===== src/rtl/i2c_tgt_pkg.sv =====
`timescale 1ns/1ps
package i2c_tgt_pkg;
  localparam int BYTE_W = 8;

  typedef enum logic [3:0] {
    ST_IDLE,
    ST_ADDR,
    ST_AACK,
    ST_WR,
    ST_WACK,
    ST_RD,
    ST_RACK,
    ST_HOLD,
    ST_LAUNCH,
    ST_WAIT
  } tgt_state_e;
endpackage


===== src/rtl/i2c_tgt_sync.sv =====
`timescale 1ns/1ps
module i2c_tgt_sync #(
  parameter int W      = 2,
  parameter int STAGES = 2
) (
  input  logic         clk,
  input  logic         rst,
  input  logic [W-1:0] d,
  output logic [W-1:0] q
);
  for (genvar g = 0; g < W; g++) begin : g_line
    logic [STAGES-1:0] ff;
    always_ff @(posedge clk) begin
      if (rst) ff <= '1;
      else     ff <= {ff[STAGES-2:0], d[g]};
    end
    assign q[g] = ff[STAGES-1];
  end
endmodule


===== src/rtl/i2c_tgt_cond.sv =====
`timescale 1ns/1ps
module i2c_tgt_cond (
  input  logic clk,
  input  logic rst,
  input  logic scl_s,
  input  logic sda_s,
  output logic scl_rise,
  output logic scl_fall,
  output logic start_p,
  output logic stop_p,
  output logic scl_lvl,
  output logic sda_lvl
);
  logic scl_p, sda_p;

  always_ff @(posedge clk) begin
    if (rst) begin
      scl_p <= 1'b1;
      sda_p <= 1'b1;
    end else begin
      scl_p <= scl_s;
      sda_p <= sda_s;
    end
  end

  assign scl_rise = scl_s & ~scl_p;
  assign scl_fall = ~scl_s & scl_p;
  assign start_p  = scl_s & scl_p & sda_p & ~sda_s;
  assign stop_p   = scl_s & scl_p & ~sda_p & sda_s;
  assign scl_lvl  = scl_s;
  assign sda_lvl  = sda_s;
endmodule


===== src/rtl/i2c_tgt_regmem.sv =====
`timescale 1ns/1ps
module i2c_tgt_regmem #(
  parameter int AW = 4,
  parameter int DW = 8
) (
  input  logic          clk,
  input  logic          we,
  input  logic [AW-1:0] waddr,
  input  logic [DW-1:0] wdata,
  input  logic [AW-1:0] raddr,
  output logic [DW-1:0] rdata
);
  localparam int DEPTH = 1 << AW;
  logic [DW-1:0] mem [DEPTH];

  always_ff @(posedge clk) begin
    if (we) mem[waddr] <= wdata;
    rdata <= mem[raddr];
  end
endmodule


===== src/rtl/i2c_tgt_engine.sv =====
`timescale 1ns/1ps
module i2c_tgt_engine
  import i2c_tgt_pkg::*;
#(
  parameter int         AW       = 4,
  parameter logic [6:0] DEV_ADDR = 7'h2A
) (
  input  logic              clk,
  input  logic              rst,
  input  logic              scl_rise,
  input  logic              scl_fall,
  input  logic              start_p,
  input  logic              stop_p,
  input  logic              sda_lvl,
  input  logic              ready,
  input  logic [BYTE_W-1:0] rd_q,
  output logic              sda_oe,
  output logic              scl_oe,
  output logic              wr_stb,
  output logic [AW-1:0]     wr_addr,
  output logic [BYTE_W-1:0] wr_data,
  output logic [AW-1:0]     ptr,
  output tgt_state_e        st
);
  tgt_state_e        nxt;
  logic [3:0]        cnt;
  logic [BYTE_W-1:0] sh;
  logic              first_wr;
  logic              rw;
  logic              m_ack;

  always_ff @(posedge clk) begin
    if (rst) begin
      st       <= ST_IDLE;
      nxt      <= ST_WR;
      cnt      <= '0;
      sh       <= '0;
      first_wr <= 1'b0;
      rw       <= 1'b0;
      m_ack    <= 1'b0;
      sda_oe   <= 1'b0;
      scl_oe   <= 1'b0;
      wr_stb   <= 1'b0;
      wr_addr  <= '0;
      wr_data  <= '0;
      ptr      <= '0;
    end else begin
      wr_stb <= 1'b0;
      if (start_p) begin
        st     <= ST_ADDR;
        cnt    <= '0;
        sda_oe <= 1'b0;
        scl_oe <= 1'b0;
      end else if (stop_p) begin
        st     <= ST_IDLE;
        sda_oe <= 1'b0;
        scl_oe <= 1'b0;
      end else begin
        case (st)
          ST_ADDR: begin
            if (scl_rise) begin
              sh  <= {sh[BYTE_W-2:0], sda_lvl};
              cnt <= cnt + 1'b1;
            end else if (scl_fall && cnt == 4'd8) begin
              if (sh[7:1] == DEV_ADDR) begin
                sda_oe <= 1'b1;
                rw     <= sh[0];
                st     <= ST_AACK;
              end else begin
                st <= ST_IDLE;
              end
            end
          end
          ST_AACK: begin
            if (scl_fall) begin
              sda_oe   <= 1'b0;
              scl_oe   <= 1'b1;
              cnt      <= '0;
              first_wr <= ~rw;
              nxt      <= rw ? ST_RD : ST_WR;
              st       <= ST_HOLD;
            end
          end
          ST_WR: begin
            if (scl_rise) begin
              sh  <= {sh[BYTE_W-2:0], sda_lvl};
              cnt <= cnt + 1'b1;
            end else if (scl_fall && cnt == 4'd8) begin
              sda_oe <= 1'b1;
              st     <= ST_WACK;
              if (first_wr) begin
                ptr      <= sh[AW-1:0];
                first_wr <= 1'b0;
              end else begin
                wr_stb  <= 1'b1;
                wr_addr <= ptr;
                wr_data <= sh;
                ptr     <= ptr + 1'b1;
              end
            end
          end
          ST_WACK: begin
            if (scl_fall) begin
              sda_oe <= 1'b0;
              scl_oe <= 1'b1;
              cnt    <= '0;
              nxt    <= ST_WR;
              st     <= ST_HOLD;
            end
          end
          ST_HOLD: begin
            if (ready) begin
              if (nxt == ST_RD) begin
                sh     <= rd_q;
                sda_oe <= ~rd_q[BYTE_W-1];
              end
              st <= ST_LAUNCH;
            end
          end
          ST_LAUNCH: begin
            scl_oe <= 1'b0;
            st     <= nxt;
          end
          ST_RD: begin
            if (scl_fall) begin
              if (cnt == 4'd7) begin
                sda_oe <= 1'b0;
                ptr    <= ptr + 1'b1;
                st     <= ST_RACK;
              end else begin
                sh     <= {sh[BYTE_W-2:0], 1'b0};
                sda_oe <= ~sh[BYTE_W-2];
                cnt    <= cnt + 1'b1;
              end
            end
          end
          ST_RACK: begin
            if (scl_rise) begin
              m_ack <= ~sda_lvl;
            end else if (scl_fall) begin
              if (m_ack) begin
                scl_oe <= 1'b1;
                cnt    <= '0;
                nxt    <= ST_RD;
                st     <= ST_HOLD;
              end else begin
                st <= ST_WAIT;
              end
            end
          end
          default: ;
        endcase
      end
    end
  end
endmodule


===== src/rtl/i2c_regfile_target.sv =====
`timescale 1ns/1ps
module i2c_regfile_target
  import i2c_tgt_pkg::*;
#(
  parameter int         AW          = 4,
  parameter logic [6:0] DEV_ADDR    = 7'h2A,
  parameter int         SYNC_STAGES = 2
) (
  input  logic              clk,
  input  logic              rst,
  input  logic              scl_i,
  input  logic              sda_i,
  output logic              scl_oe,
  output logic              sda_oe,
  input  logic              ready,
  output logic              wr_stb,
  output logic [AW-1:0]     wr_addr,
  output logic [BYTE_W-1:0] wr_data
);
  logic              scl_s, sda_s;
  logic              scl_rise, scl_fall, start_p, stop_p, scl_lvl, sda_lvl;
  logic [AW-1:0]     ptr;
  logic [BYTE_W-1:0] rd_q;
  tgt_state_e        st;

  i2c_tgt_sync #(.W(2), .STAGES(SYNC_STAGES)) u_sync (
    .clk (clk),
    .rst (rst),
    .d   ({scl_i, sda_i}),
    .q   ({scl_s, sda_s})
  );

  i2c_tgt_cond u_cond (
    .clk      (clk),
    .rst      (rst),
    .scl_s    (scl_s),
    .sda_s    (sda_s),
    .scl_rise (scl_rise),
    .scl_fall (scl_fall),
    .start_p  (start_p),
    .stop_p   (stop_p),
    .scl_lvl  (scl_lvl),
    .sda_lvl  (sda_lvl)
  );

  i2c_tgt_engine #(.AW(AW), .DEV_ADDR(DEV_ADDR)) u_eng (
    .clk      (clk),
    .rst      (rst),
    .scl_rise (scl_rise),
    .scl_fall (scl_fall),
    .start_p  (start_p),
    .stop_p   (stop_p),
    .sda_lvl  (sda_lvl),
    .ready    (ready),
    .rd_q     (rd_q),
    .sda_oe   (sda_oe),
    .scl_oe   (scl_oe),
    .wr_stb   (wr_stb),
    .wr_addr  (wr_addr),
    .wr_data  (wr_data),
    .ptr      (ptr),
    .st       (st)
  );

  i2c_tgt_regmem #(.AW(AW), .DW(BYTE_W)) u_mem (
    .clk   (clk),
    .we    (wr_stb),
    .waddr (wr_addr),
    .wdata (wr_data),
    .raddr (ptr),
    .rdata (rd_q)
  );
endmodule


===== config.mk =====
export PLATFORM = sky130hd
export DESIGN_NAME = i2c_regfile_target
export DESIGN_NICKNAME = d
export VERILOG_FILES = /design/src/rtl/i2c_tgt_pkg.sv /design/src/rtl/i2c_tgt_sync.sv /design/src/rtl/i2c_tgt_cond.sv /design/src/rtl/i2c_tgt_regmem.sv /design/src/rtl/i2c_tgt_engine.sv /design/src/rtl/i2c_regfile_target.sv
export SDC_FILE = /design/constraint.sdc
export NUM_CORES = 1
export LEC_CHECK = 0
export CAP_MARGIN = 10
export CELL_PAD_IN_SITES_DETAIL_PLACEMENT = 1
export CELL_PAD_IN_SITES_GLOBAL_PLACEMENT = 1
export CORE_MARGIN = 8
export CORE_UTILIZATION = 52
export DETAILED_ROUTE_END_ITERATION = 10
export PLACE_DENSITY = 0.78
export RECOVER_POWER = 25
export SLEW_MARGIN = 10
export SYNTH_ARGS = -nofsm -noshare
export SYNTH_HDL_FRONTEND = slang
export SYNTH_HIERARCHICAL = 1
export SYNTH_SLANG_ARGS = --single-unit

===== constraint.sdc =====
create_clock -name clk -period 2.3 [get_ports clk]
set_input_delay 0.23 -clock clk [delete_from_list [all_inputs] [get_ports clk]]
set_output_delay 0.23 -clock clk [all_outputs]
set_load 0.02 [all_outputs]

==> flow_summary.yaml, run 1 <==
clocking:
  cts_buffers: 17
  cts_tree: "built"
  clockBufferDepth: 2
  cts_root_buf: "clkbuf_16"
  ctsHoldBuffers: 0
  clock_latency_ns: 0.43
  cts_resized: 0
  cts_setup_buffers: 0
  cts_num_sinks: 182
  clk_pin_slew_ns: 0.07
  htreeDepth: 4
timing:
  setup_viol: 0
  finalHoldViolCount: 0
  clock_skew_ns: 0.00942
  finalWorstPathRequiredPeriod_ns: 2.15
  rsz0062_at_grt: "no"
  tns_ns: 0
  drv_slew: 0
  timing.final.crit_share_pct: 93.4
  worstMarginPinSlew_ns: 0.870
  max_freq_ghz: 0.466
  maxSlewHeadroom_pct: 42.0
placed_design:
  place_hpwl_um: 12900
  gp_congestion: 0.891
  place_inst: 726
  place.port_buffers: 19
grt:
  grt_max_degree: 32
  overflow: 0
  antenna_found_initial: 0
  grt_first_pass_wirelength_um: 29400
  first_global_vias: 4954
  grt_usage_pct: 21.5
floorplan:
  row_count: 44
  ios: 20
  core-area_um2: 14500
  start_util_pct: 52.9
  die_x_um: 137
  die_y_um: 137
  die_area_um2: 18900
logic_synthesis:
  synth_area_per_cell_um2: 14.9
  yosys_warnings: 6
  synthCells: 514
  synth_area_um2: 7650
  syn-num-nets: 522
flow_run:
  maxCapViolations: 0
min_path:
  hp-class: "in2reg"
  min_from: "sda_i"
  holdPathStages: 2
  hold_end: "u_sync/g_line[0].ff[0]"
power:
  peakVddDrop_mv: 0.634
  p_total_w: 0.00672
  power_leakage_nw: 2.93
  power.density_nw_per_um2: 770
routing:
  wirelength_um: 19200
  drcViolationCount: 0
  routedWlPerCell_um: 25.3
  vias: 4714
  first_pass_iters: 5
  drtIter0Drc: 434
  viasPerCell: 6.22
  ant_nets: 0
critical_path:
  reg2reg_depth: 6
  cp_max_fo: 5
  r2r-end: "u_eng/first_wr"
  arrival_ns: 2.50
  reg2reg_setup_slack_ns: 0.15
  criticalPathCategory: "reg2reg"
  cp-start-kind: "flop"
  rr_startpoint: "u_sync/g_line[0].ff[1]"
  cp-end-kind: "flop"
  crit_required_ns: 2.65
final_layout:
  finalNetCount: 569
  layout_common_cells: "edfxtp_1 (128), dfxtp_1 (53), nor2_1 (45)"
  stdcell_count: 758
  area_growth_pct: 14.1
  antenna_cells: 0
  final_util_pct: 60.3
  layout-drive-gt1-share_pct: 15.9
  final_common_cell: "edfxtp_1"
outcome:
  status: "complete, no violations"
[through the flow]
stage	area [um^2]	worst slack (ns)	hold slack [ns]
after floorplan	7650	0.329	0.327
after global placement	8200	0.287	0.403
after detailed placement	8200	0.172	0.395
after CTS	8750	0.139	0.381
after global routing	8730	0.00985	0.381
final	8730	0.153	0.391
[worst max path at each step]
stage	from	end	slack, ns
6_report	u_sync/g_line[0].ff[1]	u_eng/first_wr	0.15
5_1_grt	u_sync/g_line[1].ff[1]	u_eng/sh[0]	0.01
4_1_cts	u_sync/g_line[0].ff[1]	u_eng/first_wr	0.14
3_5_place_dp	u_sync/g_line[0].ff[1]	u_eng/first_wr	0.17
3_3_place_gp	u_sync/g_line[1].ff[1]	u_eng/st[0]	0.29
2_1_floorplan	u_eng/wr_stb	u_mem/mem[0][0]	0.33
[registers in the layout (all words and copies together) (netlist names), 2 cells and up]
signal and flops:
u_sync/g_line.ff 4, u_eng/wr_data 8, u_eng/nxt 2, u_eng/sh 8
u_eng/wr_addr 4, u_mem/rdata 8, u_eng/ptr 4, u_eng/cnt 4
u_eng/st 4, u_mem/mem 128
[where the power goes]
part / internal, W / total (W) / switching (W)
Clock: 0.00152 / 0.00276 / 0.00123
Sequential: 0.00349 / 0.00355 / 0.0000594
Combinational: 0.000173 / 0.000417 / 0.000243
[worst max-delay path, cell delays in order, from the launching register on]
cell and delay (ns):
dfxtp_1 0.39, and4b_1 0.29, nor2_2 0.17, nand2_1 0.14, or4_1 0.55, or3b_1 0.37, a21oi_1 0.16
[final cells by class]
cell class | instances | area [um^2]
Fill cell | 1372 | 5750
Sequential cell | 182 | 4930
Inverter | 10 | 37.5
Multi-Input combinational cell | 291 | 2490
Clock inverter | 11 | 101
Tap cell | 184 | 230
Clock buffer | 21 | 450
Timing Repair Buffer | 59 | 493
[routing by layer]
metal	up-vias	global-route usage [%]	routed length, um
li1	2097	-	-
met1	2457	27.8	8400
met2	135	35.5	9510
met3	25	4.30	953
met4	0	7.42	346
met5	-	0	0
No activity file was read; power rests on OpenSTA's default activity.
==> run 2: changes to the inputs <==
--- a/config.mk
+++ b/config.mk
@@ -10,7 +10,9 @@
 export CELL_PAD_IN_SITES_GLOBAL_PLACEMENT = 1
 export CORE_MARGIN = 8
 export CORE_UTILIZATION = 52
+export CTS_CLUSTER_SIZE = 10
 export DETAILED_ROUTE_END_ITERATION = 10
+export MAX_ROUTING_LAYER = met4
 export PLACE_DENSITY = 0.78
 export RECOVER_POWER = 25
 export SLEW_MARGIN = 10
==> run 2 against run 1 <==
- sequential power barely moved
- clock skew fell by 0.0014 ns
- wire length fell by 1.8%
- non-clock buffer count rose by 1
- setup slack got worse by 0.068 ns
- largest power group unchanged
==> flow_summary.yaml, run 2 (synthesis results as in run 1) <==
critical_path:
  path_delay_family: "simple AND/OR/NAND/NOR gates"
  rr_startpoint: "u_sync/g_line[0].ff[1]"
  crit_buf_inv: 0
  crit_end: "u_eng/first_wr"
  critPathLaunch: "u_sync/g_line[0].ff[1]"
  slowest_delay_ns: 0.53
  criticalPathCategory: "reg2reg"
  cp-start-kind: "flop"
  crit_chain: "and4b_1, nor2_1, nand2_1, or4_1, or3b_1, a21oi_1"
  crit_cells: 6
  reg2reg_setup_slack_ns: 0.08
  slowest_stage: "or4_1"
  reg2reg_depth: 6
  r2r-end: "u_eng/first_wr"
  cp_max_fo: 5
  crit_required_ns: 2.66
  arrival_ns: 2.57
  cp-end-kind: "flop"
final_layout:
  largest_reg_flops: 128
  layout_common_cells: "edfxtp_1 (128), dfxtp_1 (53), nor2_1 (46)"
  antenna_cells: 0
  largest-register: "u_mem/mem"
  layout-drive-gt1-share_pct: 16.7
  area_growth_pct: 15.0
  stdcell_count: 759
  final_common_cell: "edfxtp_1"
  finalNetCount: 570
timing:
  tns_ns: 0
  clock_skew_ns: 0.00807
  rsz0062_at_grt: "no"
  max_freq_ghz: 0.451
  finalHoldViolCount: 0
  timing.final.crit_share_pct: 96.3
  finalWorstPathRequiredPeriod_ns: 2.22
  setup_viol: 0
  drv_slew: 0
  worstMarginPinSlew_ns: 0.855
  maxSlewHeadroom_pct: 43.0
routing:
  vias: 4755
  drcViolationCount: 0
  wirelength_um: 18900
  first_pass_iters: 5
  ant_nets: 0
  drtIter0Drc: 389
  viasPerCell: 6.26
  routedWlPerCell_um: 24.8
clocking:
  cts_root_buf: "clkbuf_16"
  cts_buffers: 17
  cts_resized: 0
  cts_tree: "built"
  ctsHoldBuffers: 0
  htreeDepth: 4
  clockBufferDepth: 2
  cts_num_sinks: 182
  clock_latency_ns: 0.44
  cts_setup_buffers: 0
  clk_pin_slew_ns: 0.07
grt:
  first_global_vias: 4916
  antenna_found_initial: 0
  grt_max_degree: 35
  grt_first_pass_wirelength_um: 28900
  grt_usage_pct: 21.8
  overflow: 0
floorplan:
  die_area_um2: 18900
  core-area_um2: 14500
  die_x_um: 137
  row_count: 44
  ios: 20
  start_util_pct: 52.9
  die_y_um: 137
power:
  power.density_nw_per_um2: 792
  peakVddDrop_mv: 0.788
  power_leakage_nw: 2.97
  p_total_w: 0.00697
flow_run:
  maxCapViolations: 0
outcome:
  status: "complete, no violations"
placed_design:
  gp_congestion: 0.862
  place.port_buffers: 19
  place_hpwl_um: 12600
  place_inst: 727
min_path:
  hp-class: "in2reg"
  holdPathStages: 2
## run 2: cell types whose count changed in the layout (fill, tap and decap cells not counted)
| cell | change |
|---|---|
| nor2_2 | -1 |
| bufinv_16 | +1 |
| buf_4 | +1 |
| clkinv_4 | +3 |
| clkinv_8 | +2 |
| clkbuf_1 | -3 |
| inv_8 | +3 |
| inv_6 | -1 |
| clkbuf_8 | -1 |
| clkinv_1 | -2 |
| nor2_1 | +1 |
| clkinvlp_4 | -2 |
## run 2: layout make-up
| cell class | instances | area [um^2] |
|---|---|---|
| clock inverter | 15 | 193 |
| timing repair buffer | 60 | 500 |
| clock buffer | 17 | 425 |
| multi-input combinational | 291 | 2490 |
| tap | 184 | 230 |
| fill | 1341 | 5680 |
| sequential | 182 | 4930 |
| inverter | 10 | 37.5 |
## run 2: where the power goes
part	switching (W)	leakage, nW	internal (W)
Clock	0.00135	0.297	0.00165
Sequential	0.0000582	1.63	0.00349
Combinational	0.000242	1.05	0.000185
Total	0.00165	2.97	0.00532
## run 2: worst min path at each step
stage                     slack, ns                      to              startpoint
after floorplan                0.33            u_cond/scl_p                     rst
final                          0.37  u_sync/g_line[1].ff[0]                   scl_i
after CTS                      0.35  u_sync/g_line[0].ff[0]                   sda_i
after global routing           0.36  u_sync/g_line[0].ff[0]                   sda_i
after global placement         0.39  u_sync/g_line[0].ff[1]  u_sync/g_line[0].ff[0]
after detailed placement       0.40  u_sync/g_line[0].ff[1]  u_sync/g_line[0].ff[0]
## run 2: through the flow
step	area, um^2	util [%]	worst slack, ns	hold slack [ns]
after floorplan	7650	-	0.329	0.327
after global placement	8210	56.7	0.223	0.385
after detailed placement	8210	56.7	0.142	0.396
after CTS	8820	60.9	0.101	0.352
after global routing	8800	60.8	0.00555	0.361
final	8800	60.8	0.0850	0.365
## run 2: routing by layer
metal	part of all wire, %	track usage [%]	routed length (um)
met5	0	-	0
met4	1.3	6.58	253
met3	4.5	4.89	848
met2	49	33.6	9180
met1	45	28.5	8580
